`config.mk`:
```
export PLATFORM = sky130hd
export DESIGN_NAME = kwd_watchdog
export DESIGN_NICKNAME = d
export VERILOG_FILES = /design/src/rtl/kwd_pkg.sv /design/src/rtl/kwd_key_ctrl.sv /design/src/rtl/kwd_prescaler.sv /design/src/rtl/kwd_tap_counter.sv /design/src/rtl/kwd_watchdog.sv
export SDC_FILE = /design/constraint.sdc
export NUM_CORES = 1
export LEC_CHECK = 0
export ABC_AREA = 1
export BUFFER_PORTS_ARGS = -buffer_cell sky130_fd_sc_hd__buf_2
export CAP_MARGIN = 30
export CORE_MARGIN = 2
export CORE_UTILIZATION = 60
export CTS_BUF_LIST = sky130_fd_sc_hd__clkbuf_8
export DETAILED_ROUTE_END_ITERATION = 12
export GPL_TIMING_DRIVEN = 0
export PLACE_DENSITY = 0.94
export SYNTH_ARGS = -nofsm -noshare
export SYNTH_HDL_FRONTEND = slang
export SYNTH_SLANG_ARGS = --single-unit
export TNS_END_PERCENT = 20
```
`constraint.sdc`:
```
create_clock -name clk -period 3.16 [get_ports clk]
set_clock_uncertainty 0.05 [all_clocks]
set_input_delay 0.158 -clock clk [delete_from_list [all_inputs] [get_ports clk]]
set_output_delay 0.158 -clock clk [all_outputs]
set_load 0.01 [all_outputs]
```
`src/rtl/kwd_pkg.sv`:
```
package kwd_pkg;

   localparam int unsigned KEY_W  = 5;
   localparam int unsigned SEL_W  = 3;
   localparam int unsigned N_TAPS = 1 << SEL_W;
   localparam int unsigned SPAN   = 10;

   localparam logic [KEY_W-1:0] KEY_RUN = 5'b01010;
   localparam logic [KEY_W-1:0] KEY_OFF = 5'b10101;

   typedef enum logic [1:0] {
      PM_RUN   = 2'b00,
      PM_SLEEP = 2'b01,
      PM_IDLE  = 2'b10,
      PM_RSVD  = 2'b11
   } pwr_mode_e;

   // Exponent of the time-out period for one period code.
   function automatic int unsigned tap_exp(int unsigned min_exp, int unsigned code);
      return (code < 4) ? (min_exp + 2 * code) : (min_exp + code + 3);
   endfunction

   function automatic logic key_is_legal(logic [KEY_W-1:0] k);
      return (k == KEY_RUN) || (k == KEY_OFF);
   endfunction

endpackage

```
`src/rtl/kwd_key_ctrl.sv`:
```
module kwd_key_ctrl
   import kwd_pkg::*;
#(
   parameter logic [KEY_W-1:0] RESET_KEY = KEY_RUN
) (
   input  logic             clk,
   input  logic             rst_n,
   input  logic             key_wr,
   input  logic [KEY_W-1:0] key_data,
   output logic             key_err,
   output logic             run_en
);

   logic [KEY_W-1:0] key_q;

   initial begin
      assert (key_is_legal(RESET_KEY))
         else $error("kwd_key_ctrl: RESET_KEY must be a legal key code");
   end

   always_ff @(posedge clk or negedge rst_n) begin
      if (!rst_n)
         key_q <= RESET_KEY;
      else if (key_wr && key_is_legal(key_data))
         key_q <= key_data;
   end

   assign key_err = key_wr && !key_is_legal(key_data);
   assign run_en  = (key_q == KEY_RUN);

   // an invalid write leaves the stored key untouched
   assert_key_kept_R9: assert property (@(posedge clk) disable iff (!rst_n)
      key_err |=> $stable(run_en));

endmodule

```
`src/rtl/kwd_prescaler.sv`:
```
module kwd_prescaler #(
   parameter int unsigned STAGES = 8
) (
   input  logic clk,
   input  logic rst_n,
   input  logic clr,
   input  logic adv,
   output logic carry
);

   logic [STAGES-1:0] div_q;

   initial begin
      assert (STAGES >= 2) else $error("kwd_prescaler: STAGES must be at least 2");
   end

   always_ff @(posedge clk or negedge rst_n) begin
      if (!rst_n)
         div_q <= '0;
      else if (clr)
         div_q <= '0;
      else if (adv)
         div_q <= div_q + 1'b1;
   end

   assign carry = adv && (&div_q);

   // the divider wraps to zero after emitting its carry
   assert_carry_wrap_R2: assert property (@(posedge clk) disable iff (!rst_n)
      carry |=> (div_q == '0));

endmodule

```
`src/rtl/kwd_tap_counter.sv`:
```
module kwd_tap_counter
   import kwd_pkg::*;
#(
   parameter int unsigned MIN_EXP = 8
) (
   input  logic             clk,
   input  logic             rst_n,
   input  logic             clr,
   input  logic             step,
   input  logic [SEL_W-1:0] sel,
   output logic             term
);

   logic [SPAN-1:0]   cnt_q;
   logic [N_TAPS-1:0] hit;

   always_ff @(posedge clk or negedge rst_n) begin
      if (!rst_n)
         cnt_q <= '0;
      else if (clr)
         cnt_q <= '0;
      else if (step)
         cnt_q <= cnt_q + 1'b1;
   end

   for (genvar k = 0; k < N_TAPS; k++) begin : g_tap
      localparam int unsigned LOW = tap_exp(MIN_EXP, k) - MIN_EXP;
      if (LOW == 0) begin : g_direct
         assign hit[k] = step;
      end else begin : g_masked
         assign hit[k] = step && (&cnt_q[LOW-1:0]);
      end
   end

   assign term = hit[sel];

   // a held restart keeps the counter at zero
   assert_held_zero_R8: assert property (@(posedge clk) disable iff (!rst_n)
      (clr && $past(clr)) |-> (cnt_q == '0));

endmodule

```
`src/rtl/kwd_watchdog.sv`:
```
module kwd_watchdog
   import kwd_pkg::*;
#(
   parameter int unsigned MIN_EXP = 8
) (
   input  logic             clk,
   input  logic             rst_n,
   input  logic             xtal_sel,
   input  logic             rc_tick,
   input  logic             xtal_tick,
   input  logic [SEL_W-1:0] period_sel,
   input  logic [1:0]       pwr_mode,
   input  logic             key_wr,
   input  logic [KEY_W-1:0] key_data,
   input  logic             clr_wdt,
   input  logic             halt_evt,
   output logic             dev_rst,
   output logic             core_rst,
   output logic             to_flag,
   output logic             wdt_on
);

   localparam int unsigned MAX_EXP = tap_exp(MIN_EXP, N_TAPS - 1);

   initial begin
      assert (MIN_EXP >= 2 && MAX_EXP == MIN_EXP + SPAN)
         else $error("kwd_watchdog: MIN_EXP out of range");
   end

   logic      key_err, tick_sel, adv, restart, carry, term, ovf;
   logic      dev_q, core_q, to_q;
   pwr_mode_e mode;

   assign mode     = pwr_mode_e'(pwr_mode);
   assign tick_sel = xtal_sel ? xtal_tick : rc_tick;
   assign adv      = wdt_on && tick_sel;
   assign restart  = clr_wdt || halt_evt || key_err || !wdt_on;
   assign ovf      = term && !restart;

   kwd_key_ctrl #(.RESET_KEY(KEY_RUN)) u_key (
      .clk      (clk),
      .rst_n    (rst_n),
      .key_wr   (key_wr),
      .key_data (key_data),
      .key_err  (key_err),
      .run_en   (wdt_on)
   );

   kwd_prescaler #(.STAGES(MIN_EXP)) u_pre (
      .clk   (clk),
      .rst_n (rst_n),
      .clr   (restart),
      .adv   (adv),
      .carry (carry)
   );

   kwd_tap_counter #(.MIN_EXP(MIN_EXP)) u_cnt (
      .clk   (clk),
      .rst_n (rst_n),
      .clr   (restart || ovf),
      .step  (carry),
      .sel   (period_sel),
      .term  (term)
   );

   always_ff @(posedge clk or negedge rst_n) begin
      if (!rst_n) begin
         dev_q  <= 1'b0;
         core_q <= 1'b0;
         to_q   <= 1'b0;
      end else begin
         dev_q  <= key_err || (ovf && mode == PM_RUN);
         core_q <= ovf && mode != PM_RUN;
         if (clr_wdt)
            to_q <= 1'b0;
         else if (ovf)
            to_q <= 1'b1;
      end
   end

   assign dev_rst  = dev_q;
   assign core_rst = core_q;
   assign to_flag  = to_q;

   assert_one_reset_kind_R4: assert property (@(posedge clk) disable iff (!rst_n)
      $onehot0({dev_rst, core_rst}));

   assert_core_single_R4: assert property (@(posedge clk) disable iff (!rst_n)
      core_rst |=> !core_rst);

   assert_to_sticky_R5: assert property (@(posedge clk) disable iff (!rst_n)
      (to_flag && !clr_wdt) |=> to_flag);

   assert_to_with_pulse_R5: assert property (@(posedge clk) disable iff (!rst_n)
      $rose(to_flag) |-> (dev_rst || core_rst));

   assert_clr_quiet_R6: assert property (@(posedge clk) disable iff (!rst_n)
      clr_wdt |=> (!core_rst && !to_flag));

   assert_key_error_R9: assert property (@(posedge clk) disable iff (!rst_n)
      (key_wr && !key_is_legal(key_data)) |=> dev_rst);

   assert_off_quiet_R8: assert property (@(posedge clk) disable iff (!rst_n)
      (!wdt_on && !key_wr) |=> !core_rst);

endmodule

```
==> metrics.md, run 1 <==
| Metric | Value |
|---|---|
| DR vias | 1515 |
| Critical path endpoint category | register |
| Hold Violations, Final | 0 |
| RSZ-0062 raised after global routing | no |
| DP HPWL | 2.54 mm |
| Met3 usage | 4.30% |
| Synthesized net count | 226 |
| Initial Utilization | 63.1% |
| Worst Path Arrival | 2330 ps |
| Type of origin of the critical path | register |
| Nets | 254 |
| Most common cell after layout, fill and taps aside | nand2_1 |
| P_int | 0.545 mW |
| IO Count | 22 |
| Tightest Hold Check Type | in2reg |
| Worst reg2reg startpoint | u_cnt.cnt_q[0]$_DFFE_PN0P_ |
| Final GP Congestion | 0.889 |
| Run status | finished clean |
| Area Growth Syn to Fin | 15.0% |
| Fmax achieved | 462 MHz |
| Met1 Use GR | 35.0% |
| CTS tree | yes |
| DR WL/cell | 13.7 um |
| Overall routing resource usage | 27.6% |
| 1st-iter DRT viols | 62 |
| Clock Path Buffers | 2 |
| Hold Crit Endpoint | u_key.key_q[3]$_DFFE_PN1P_ |
| Required @ worst endpoint | 3320 ps |
| Post-layout util | 72.6% |
| Slew @ Worst Pin | 570 ps |
| Post-Synthesis Cells | 205 |
| Clk pwr share | 40.3% |
| Number of remaining DRC errors | 0 |
| Slew Viols, Final | 0 |
| Share of the cycle needed by the critical path after routing | 68.6% |
| # port buffers | 21 |
| Die area | 3030 um^2 |
| Post-route total power | 0.706 mW |
| Sequential Power Share | 51.0% |
| Syn avg cell area | 7.63 um^2 |
| GR Util met2 | 46.8% |
| Number of buffers created by CTS | 3 |
| Clk root buf | clkbuf_8 |
| Via/cell ratio | 5.78 |
| Final Setup Violations | 0 |
| CORE AREA | 2480 um^2 |
| Row count | 18 |
| Fin cells | 262 |
| Die Span X | 55.1 um |
| Layout cells sized above 1 | 23.7% |
| Clk_lat worst skew | 280 ps |
| Mapped cell area | 1560 um^2 |
| Gr busiest metal | met2 |
| Hold_ws | 16.3 ps |
| Peak VDD IR | 360 uV |
| Largest net degree at the start of global routing | 27 |
| Net Sw Frac | 22.8% |
| PD cells | 392 nW/um^2 |
| Clock slew at reported path FFs | 100 ps |
| Leakage dissipation | 0.817 nW |
| Setup TNS | 0 ps |
| Die Y | 55.1 um |
| Register area share after synthesis | 41.8% |
| Ant. Diodes | 0 |
| Number of clock sinks | 26 |
| P_sw | 0.161 mW |
| Critical-path maximum fanout | 7 |
| DP Cell Count | 256 |
| First-pass GRT wire length | 6.00 mm |
| Cells on Worst Hold Path | 2 |
| Reg-to-Reg End | u_cnt.cnt_q[9]$_DFFE_PN0P_ |
| Vias in the first global route | 1342 |
| Initial antenna violation count | 0 |
| DRT Wirelength | 3.60 mm |
| Drt first pass iters | 5 |
| Post-route ant nets | 0 |
| Most frequent cells in the layout | nand2_1 (44), inv_1 (28), nor2_1 (25) |
| Combinational share of power | 8.7% |
| Synthesized flop and latch total | 26 |
| Relative slew margins | 62.0% |
| WS Path Type | reg2reg |
| Global route total overflow | 0 |
| Max-cap violations | 0 |
| Yosys Warn Count | 0 |
| R2R Setup Slk | 990 ps |
| H-tree levels | 1 |
| Worst hold start | key_data[2] |
| Netlist cell types | 30 |
| R2R depth | 11 |
| Minimum clock period | 2170 ps |
per-layer routing:
metal | share of wire, % | vias to the layer above
met2 | 48 | 88
met4 | 4.2 | 0
met5 | 0 | -
li1 | - | 714
met3 | 7.5 | 26
met1 | 40 | 687
per-stage QoR:
stage / setup slack, ps / instance area, um^2
3_5_place_dp: 1100 / 1710
4_1_cts: 1010 / 1800
6_report: 993 / 1800
3_3_place_gp: 1200 / 1710
5_1_grt: 847 / 1800
2_1_floorplan: 1450 / 1560
synth_stat cells:
cell type,number,area [um^2]
nand2_1,44,165
inv_1,28,105
nor2_1,25,93.8
dfrtp_1,24,601
a21oi_1,13,65.1
nand3_1,12,60.1
nand4_1,9,56.3
inv_2,7,26.3
nand2_2,4,25.0
nor2_4,4,45.0
ha_1,3,37.5
nor2_2,3,18.8
o21ai_0,3,15.0
xor2_1,3,26.3
a31oi_1,2,12.5
dfstp_2,2,52.6
nand3_2,2,20.0
nand4_2,2,25.0
nor3_1,2,10.0
nor4_1,2,12.5
o21ai_1,2,10.0
a211oi_1,1,7.51
a21oi_2,1,8.76
clkinv_2,1,5.00
nand2_4,1,11.3
nand3_4,1,17.5
nor3_2,1,10.0
o21ai_2,1,8.76
o22ai_1,1,6.26
or2_0,1,6.26
worst max path at each step:
| stage | startpoint | endpoint | slack (ps) |
|---|---|---|---|
| global placement | u_cnt.cnt_q[0]$_DFFE_PN0P_ | u_cnt.cnt_q[9]$_DFFE_PN0P_ | 1200 |
| global route | u_cnt.cnt_q[0]$_DFFE_PN0P_ | u_cnt.cnt_q[9]$_DFFE_PN0P_ | 850 |
| finish | u_cnt.cnt_q[0]$_DFFE_PN0P_ | u_cnt.cnt_q[9]$_DFFE_PN0P_ | 990 |
| CTS | u_cnt.cnt_q[0]$_DFFE_PN0P_ | u_cnt.cnt_q[9]$_DFFE_PN0P_ | 1010 |
| detailed placement | u_cnt.cnt_q[0]$_DFFE_PN0P_ | u_cnt.cnt_q[5]$_DFFE_PN0P_ | 1100 |
| floorplan | u_cnt.cnt_q[0]$_DFFE_PN0P_ | u_cnt.cnt_q[3]$_DFFE_PN0P_ | 1450 |
flip-flops by register name, indices dropped and copies added (netlist names):
| register | flops |
|---|---|
| to_flag | 1 |
| u_pre.div_q | 8 |
| u_cnt.cnt_q | 10 |
| dev_rst | 1 |
| core_rst | 1 |
| u_key.key_q | 5 |
repair_timing:
action / 4_1_cts / 5_1_grt
hold buffers: 2 / 0
resized for setup: 0 / 0
buffers inserted: 0 / 0
hold endpoints to repair: 25 / 0
cells by family (layout without fill, tap and decap cells):
| kind of cell | count (synthesis) | after routing | share of synthesized area (%) |
|---|---|---|---|
| xor+xnor | 3 | 3 | 1.68 |
| fa+ha+maj | 3 | 3 | 2.40 |
| simple gates | 113 | 113 | 36.9 |
| compound gates | 24 | 24 | 8.56 |
| buf+inv | 36 | 63 | 8.72 |
| flops | 26 | 26 | 41.8 |
layout make-up:
class	instances	area, um^2
clock inverter	1	30.0
clock buffer	3	41.3
tap	30	37.5
fill	189	679
timing repair buffer	23	125
multi-input combinational	143	774
inverter	36	136
sequential	26	653
critical path, stage by stage, from the launching register on:
cell,delay (ps)
dfrtp_1,480
ha_1,290
nand3_1,160
nor4_1,80
ha_1,190
a21oi_1,160
nand2_1,70
nand2_1,60
nand2_2,100
a21oi_2,230
nand2_1,100
nor2_1,120
power groups by stage:
stage,registers [mW],clock network (mW),logic [mW]
finish,0.360,0.284,0.0611
global route,0.361,0.296,0.0712
CTS,0.360,0.282,0.0618
detailed placement,0.366,0,0.0594
global placement,0.366,0,0.0566
floorplan,0.366,0,0.0324
(Power assumes the default switching activity.)
==> inputs of run 2 (changes only) <==
CORE_UTILIZATION = 53   (was 60)
PLACE_DENSITY = 0.89   (was 0.94)
clock period = 1.8 ns   (was 3.16 ns; I/O delays follow)
==> metrics.md, run 2 (synthesis gave the netlist of run 1 again) <==
| Metric | Value |
|---|---|
| DRT Wirelength | 3.62 mm (+0.36%) |
| Global route total overflow | 0 (unchanged) |
| Peak VDD IR | 1160 uV (+220%) |
| WS Path Type | reg2reg |
| Minimum clock period | 1800 ps (-365 ps) |
| Final GP Congestion | 0.860 (-3.2%) |
| Die Span X | 58.3 um (+5.9%) |
| Clock Path Buffers | 2 (unchanged) |
| Max reg flops | 10 (unchanged) |
| CTS tree | yes |
| Biggest register | u_cnt.cnt_q |
| Share of the cycle needed by the critical path after routing | 100% (+32 points) |
| Number of remaining DRC errors | 0 (unchanged) |
| Total area of sequential cells | 654 um^2 (+0.19%) |
| Leakage dissipation | 0.850 nW (+4.0%) |
| Final worst slack | -1.32 ps (-995 ps) |
| Failing checks | setup timing |
| Clk_lat worst skew | 270 ps (about the same) |
| Clock slew at reported path FFs | 90 ps (about the same) |
| Post-route total power | 1.23 mW (+74%) |
| Tightest Hold Check Type | in2reg |
| Overall routing resource usage | 21.9% (-5.7 points) |
| Row count | 19 (+1) |
| Sequential Power Share | 51.4% (+0.4 points) |
| Fin cells | 268 (+2.3%) |
| Run status | finished with violations |
| Biggest regs | u_cnt.cnt_q x10, u_pre.div_q x8, u_key.key_q x5 |
| Most common cell after layout, fill and taps aside | nand2_1 |
| Slew Viols, Final | 0 (unchanged) |
| DR WL/cell | 13.5 um (-1.9%) |
| First-pass GRT wire length | 5.71 mm (-4.9%) |
| Final instance area | 1910 um^2 (+6.1%) |
| Clk pwr share | 39.4% (-0.9 points) |
| Required @ worst endpoint | 1940 ps (-1380 ps) |
| RSZ-0062 raised after global routing | yes |
| Initial antenna violation count | 0 (unchanged) |
| Initial Utilization | 56.2% (-6.9 points) |
| DP Worst Slack | -194 ps (-1290 ps) |
| P_int | 0.959 mW (+76%) |
| Number of buffers created by CTS | 3 (unchanged) |
| Fmax achieved | 555 MHz (+20%) |
| Area Growth Syn to Fin | 22.0% |
| Slew @ Worst Pin | 560 ps (-9.86 ps) |
| Net Sw Frac | 21.9% (-0.86 points) |
| P_sw | 0.269 mW (+67%) |
| CORE AREA | 2780 um^2 (+12%) |
| Post-route ant nets | 0 (unchanged) |
| Final Setup Violations | 1 (+1) |
| Ant. Diodes | 0 (unchanged) |
| Largest net degree at the start of global routing | 27 (unchanged) |
| Nets | 259 (+2.0%) |
| Via/cell ratio | 5.49 (-5.1%) |
| Relative slew margins | 62.7% (+0.66 points) |
| DP Area | 1710 um^2 (about the same) |
| Setup TNS | -1.32 ps (-1.32 ps) |
| DR vias | 1471 (-2.9%) |
| # fillers | 225 (+19%) |
| Layout cells sized above 1 | 28.3% (+4.6 points) |
| Max-cap violations | 0 (unchanged) |
| Type of origin of the critical path | register |
| Most frequent cells in the layout | nand2_1 (43), inv_1 (28), nor2_1 (25) |
| # port buffers | 21 (unchanged) |
| IO Count | 22 (unchanged) |
| H-tree levels | 1 (unchanged) |
| PD cells | 644 nW/um^2 (+64%) |
| DP Cell Count | 257 (+0.39%) |
| Critical-path maximum fanout | 5 (-2) |
| Critical path endpoint category | register |
| Vias in the first global route | 1360 (+1.3%) |
| Die Y | 58.3 um (+5.9%) |
| Number of clock sinks | 26 (unchanged) |
| DP HPWL | 2.38 mm (-6.2%) |
| Die area | 3400 um^2 (+12%) |
| Drt first pass iters | 4 (-1) |
| Combinational share of power | 9.2% (+0.5 points) |
| Area of the multi-input gates | 840 um^2 (+8.4%) |
| 1st-iter DRT viols | 64 (+3.2%) |
| Worst Path Arrival | 1940 ps (-390 ps) |
| Clk root buf | clkbuf_8 |
| Hold Violations, Final | 0 (unchanged) |
==> run 2: changes by cell type in the layout (fill, tap and decap cells not counted), sizes merged <==
cell,before,now
dlygate4sd3,2,3
buf,21,25
==> run 2: path summary, 6_finish.rpt <==
path,cells past startpoint,to,start,slack (ps)
max,11,u_cnt.cnt_q[3]$_DFFE_PN0P_,u_cnt.cnt_q[1]$_DFFE_PN0P_,-1
min,4,dev_rst$_DFF_PN0_,pwr_mode[0],70
max reg2reg,11,u_cnt.cnt_q[3]$_DFFE_PN0P_,u_cnt.cnt_q[1]$_DFFE_PN0P_,-1
min reg2reg,2,u_key.key_q[1]$_DFFE_PN1P_,u_key.key_q[1]$_DFFE_PN1P_,450
max in group asynchronous,2,u_cnt.cnt_q[0]$_DFFE_PN0P_,rst_n,1020
min in group asynchronous,2,u_cnt.cnt_q[6]$_DFFE_PN0P_,rst_n,280
==> run 2: per-stage QoR <==
stage | util [%] | hold WS (ps)
2_1_floorplan | - | -256
3_3_place_gp | 61.4 | 69.0
3_5_place_dp | 61.4 | 66.7
4_1_cts | 66.5 | 65.5
5_1_grt | 68.6 | 65.8
6_report | 68.6 | 70.0
==> run 2: worst max-delay path, cell delays in order (launching register included) <==
cell	delay [ps]
dfrtp_1	430
ha_4	200
nand3_4	70
nor4_2	50
ha_2	190
a21oi_2	100
nand2_1	70
nand2_2	70
nand2_4	80
a21oi_4	180
nand2_1	90
nor2_1	140
==> run 2: power by group through the flow <==
| stage | sequential [mW] | clock (mW) | combinational [mW] |
|---|---|---|---|
| after floorplan | 0.642 | 0 | 0.0569 |
| after global placement | 0.643 | 0 | 0.0987 |
| after detailed placement | 0.643 | 0 | 0.104 |
| after CTS | 0.632 | 0.488 | 0.112 |
| after global routing | 0.634 | 0.516 | 0.128 |
| final | 0.632 | 0.483 | 0.113 |
==> run 2: cell type report <==
cell class              count  share of cell area, %
multi-input cells         143                   44.0
flip-flops and latches     26                   34.3
repair buffers             28                   8.66
inverters                  36                   7.28
clock buffers               3                   2.16
well taps                  31                   2.03
clock inverters             1                   1.57
==> run 2: repair_timing <==
action	in CTS	in global routing
gates cloned	0	0
resized for setup	7	7
setup buffers	1	3
endpoints found under the hold margin	27	0
setup endpoints to repair	13	12
pin swaps	1	10
hold buffers	3	0
==> run 2: routing by layer <==
layer  global-route usage, %  up-vias  part of all wire (%)
li1                        -      724                     -
met1                    26.2      692                    40
met2                    37.9       45                    53
met3                    5.27       10                   4.3
met4                    8.31        0                   2.0
met5                       0        -                     0
==> inputs of run 3 (changes only) <==
ABC_AREA = unset   (was 1)
ABC_CLOCK_PERIOD_IN_PS = 1800   (was unset)
CORE_UTILIZATION = 52   (was 53)
PLACE_DENSITY = 0.88   (was 0.89)
==> metrics.md, run 3 <==
| Metric | Value |
|---|---|
| Run status | finished with violations |
| Failing checks | setup timing |
| Clk root buf | clkbuf_8 |
| Largest net degree at the start of global routing | 27 (unchanged) |
| WP buf/inv | 0 (unchanged) |
| Biggest regs | u_cnt.cnt_q x10, u_pre.div_q x8, u_key.key_q x5 |
| Slew Viols, Final | 0 (unchanged) |
| Primary FF master, synth | dfrtp_1 |
| Worst reg2reg startpoint | u_cnt.cnt_q[0]$_DFFE_PN0P_ |
| # fillers | 179 (-20%) |
| Final Setup Violations | 14 (+13) |
| # port buffers | 21 (unchanged) |
| Worst path max stage delay | 430 ps (about the same) |
| Vias in the first global route | 1290 (-5.1%) |
| Required @ worst endpoint | 1950 ps (about the same) |
| Fmax achieved | 444 MHz (-20%) |
| Overall routing resource usage | 23.4% (+1.6 points) |
| Type of origin of the critical path | register |
| IO Count | 22 (unchanged) |
| Critical-path maximum fanout | 5 (unchanged) |
| Delay-heaviest family, CP | compound AO/OA/AOI/OAI gates |
| Most common cell after layout, fill and taps aside | dfrtp_1 |
| Syn avg cell area | 10.3 um^2 (+36%) |
| Initial Utilization | 56.1% (-0.13 points) |
| CTS tree | yes |
| Clock Path Buffers | 2 (unchanged) |
| DR vias | 1246 (-15%) |
| DP HPWL | 2.35 mm (-1.2%) |
| Die area | 3180 um^2 (-6.5%) |
| Crit path max-delay cell type | dfrtp_1 |
| Reg-to-Reg End | u_cnt.cnt_q[9]$_DFFE_PN0P_ |
| Most frequent cells in the layout | dfrtp_1 (23), buf_2 (21), nor2_1 (12) |
| Tightest Hold Check Type | in2reg |
| DP Worst Slack | -560 ps (-367 ps) |
| FFs w/ async S/R, synth | 100% (unchanged) |
| WS Path Type | reg2reg |
| Final instance area | 1890 um^2 (-1.0%) |
| Critical path endpoint category | register |
| Slew @ Worst Pin | 581 ps (+21.6 ps) |
| Synthesized flop and latch total | 26 (unchanged) |
| Hold Crit Endpoint | u_key.key_q[2]$_DFFE_PN0P_ |
| Final worst slack | -451 ps (-450 ps) |
| Nets | 198 (-24%) |
| Max reg flops | 10 (unchanged) |
| Ranking of synthesized cells by area | dfrtp_1 (42%), nor2_1 (4.2%), dfstp_2 (3.7%) |
| R2R depth | 10 (-1) |
| Biggest register | u_cnt.cnt_q |
| Area leader, netlist | dfrtp_1 |
| Post-route ant nets | 0 (unchanged) |
| Peak VDD IR | 939 uV (-19%) |
| Drt first pass iters | 5 (+1) |
| Critical Path Stages | 10 (-1) |
| Clk_lat worst skew | 270 ps (about the same) |
| First-pass GRT wire length | 5.87 mm (+2.8%) |
| Post-synth EDFFs | 0 (unchanged) |
| Die Y | 56.4 um (-3.3%) |
| 1st-iter DRT viols | 32 (-50%) |
| Hold Violations, Final | 0 (unchanged) |
| Worst hold start | key_data[0] |
| Leakage dissipation | 0.800 nW (-5.9%) |
| Initial antenna violation count | 0 (unchanged) |
| Number of remaining DRC errors | 0 (unchanged) |
| Share of the cycle needed by the critical path after routing | 125% (+25 points) |
| Row count | 18 (-1) |
| Via/cell ratio | 6.05 (+10%) |
| Mapped cell area | 1430 um^2 (-8.7%) |
| DP Area | 1620 um^2 (-5.0%) |
| Cells on Worst Hold Path | 2 (-2) |
| DR WL/cell | 18.3 um (+36%) |
| RSZ-0062 raised after global routing | yes |
| Clock slew at reported path FFs | 90 ps (about the same) |
| Top-area cell type share of the netlist area | 42.1% (+3.7 points) |
| Number of clock sinks | 26 (unchanged) |
| Max-cap violations | 0 (unchanged) |
| Relative slew margins | 61.2% (-1.4 points) |
| Synthesized net count | 159 (-30%) |
| DRT Wirelength | 3.77 mm (+4.3%) |
| Count leader, synth | dfrtp_1 |
| Final GP Congestion | 0.789 (-8.4%) |
| Layout cells sized above 1 | 39.2% (+11 points) |
| CORE AREA | 2540 um^2 (-8.5%) |
| Number of buffers created by CTS | 3 (unchanged) |
| Netlist cell types | 44 (+47%) |
| Crit-path cells | ha_4 -> nand3_4 -> nor2_4 -> and2_4 -> ha_4 -> a31oi_4 -> a21boi_4 -> o21ai_2 -> or3_1 -> a31oi_1 |
| Global route total overflow | 0 (unchanged) |
| Yosys Warn Count | 0 (unchanged) |
| Post-Synthesis Cells | 138 (-33%) |
| Ant. Diodes | 0 (unchanged) |
| CP dominant cell by count | ha_4 |
| Area Growth Syn to Fin | 32.3% |
| Minimum clock period | 2250 ps (+450 ps) |
| Register area share after synthesis | 45.7% (+4.0 points) |
| Die Span X | 56.4 um (-3.3%) |
| H-tree levels | 1 (unchanged) |
| Worst Path Arrival | 2400 ps (+460 ps) |
| R2R Setup Slk | -450 ps (-450 ps) |
| PD cells | 674 nW/um^2 (+4.7%) |
| Synth cell count leaders | dfrtp_1 (24), nor2_1 (16), nand2_1 (12) |
[run 3: area by class of cell]
type	count	area [um^2]	share of cell area, %
plain buffers	2	12.5	0.663
clock buffers	3	41.3	2.19
clock inverters	1	30.0	1.59
inverters	5	18.8	0.994
multi-input cells	105	881	46.7
flip-flops and latches	26	654	34.7
well taps	30	37.5	1.99
repair buffers	34	213	11.3
[run 3: kinds of logic (layout without fill, tap and decap cells)]
logic type | Yosys count | in the layout | synth area share [%]
and+or+nand+nor | 60 | 60 | 25.0
AOI/OAI and AO/OA | 30 | 30 | 16.3
DFF | 26 | 26 | 45.7
xor gates and xnor gates | 7 | 7 | 4.29
buffers and inverters | 7 | 45 | 2.10
muxes | 5 | 5 | 3.94
adders and majority gates | 3 | 3 | 2.63
[run 3: per-stage QoR]
| step | setup TNS, ps | utilization [%] | cells | power (mW) | hold WS [ps] |
|---|---|---|---|---|---|
| after floorplan | -2260 | - | 138 | 0.720 | -256 |
| after global placement | -5380 | 63.8 | 189 | 0.765 | 58.0 |
| after detailed placement | -5970 | 63.8 | 189 | 0.776 | 71.9 |
| after CTS | -3830 | 72.9 | 205 | 1.28 | 31.5 |
| after global routing | -5620 | 74.2 | 206 | 1.32 | 48.0 |
| final | -4130 | 74.2 | 206 | 1.27 | 34.5 |
[run 3: how the worst max path moves through the flow]
stage / from / endpoint / slack, ps
after floorplan: u_cnt.cnt_q[0]$_DFFE_PN0P_ / u_cnt.cnt_q[9]$_DFFE_PN0P_ / -300
after global placement: u_key.key_q[1]$_DFFE_PN1P_ / u_cnt.cnt_q[2]$_DFFE_PN0P_ / -520
after detailed placement: u_cnt.cnt_q[0]$_DFFE_PN0P_ / u_cnt.cnt_q[9]$_DFFE_PN0P_ / -560
after CTS: u_cnt.cnt_q[0]$_DFFE_PN0P_ / dev_rst$_DFF_PN0_ / -420
after global routing: u_cnt.cnt_q[1]$_DFFE_PN0P_ / u_cnt.cnt_q[9]$_DFFE_PN0P_ / -530
final: u_cnt.cnt_q[0]$_DFFE_PN0P_ / u_cnt.cnt_q[9]$_DFFE_PN0P_ / -450
[run 3: repair_timing]
action                                 in CTS  in global routing
setup endpoints to repair                  21                 21
endpoints found under the hold margin      26                  0
buffers inserted                            8                  1
resized for setup                          12                 10
hold buffers                                4                  0
pin swaps                                   9                  4
[run 3: power breakdown]
group	switching, mW	internal [mW]
clock	0.185	0.298
sequential	0.0343	0.619
combinational	0.0659	0.0708
total	0.285	0.988
[run 3: per-layer routing]
metal,wire (um),global-route usage [%],up-vias
li1,-,-,587
met1,1430,28.0,607
met2,2080,41.8,40
met3,175,5.99,12
met4,87,5.78,0
met5,0,0,-
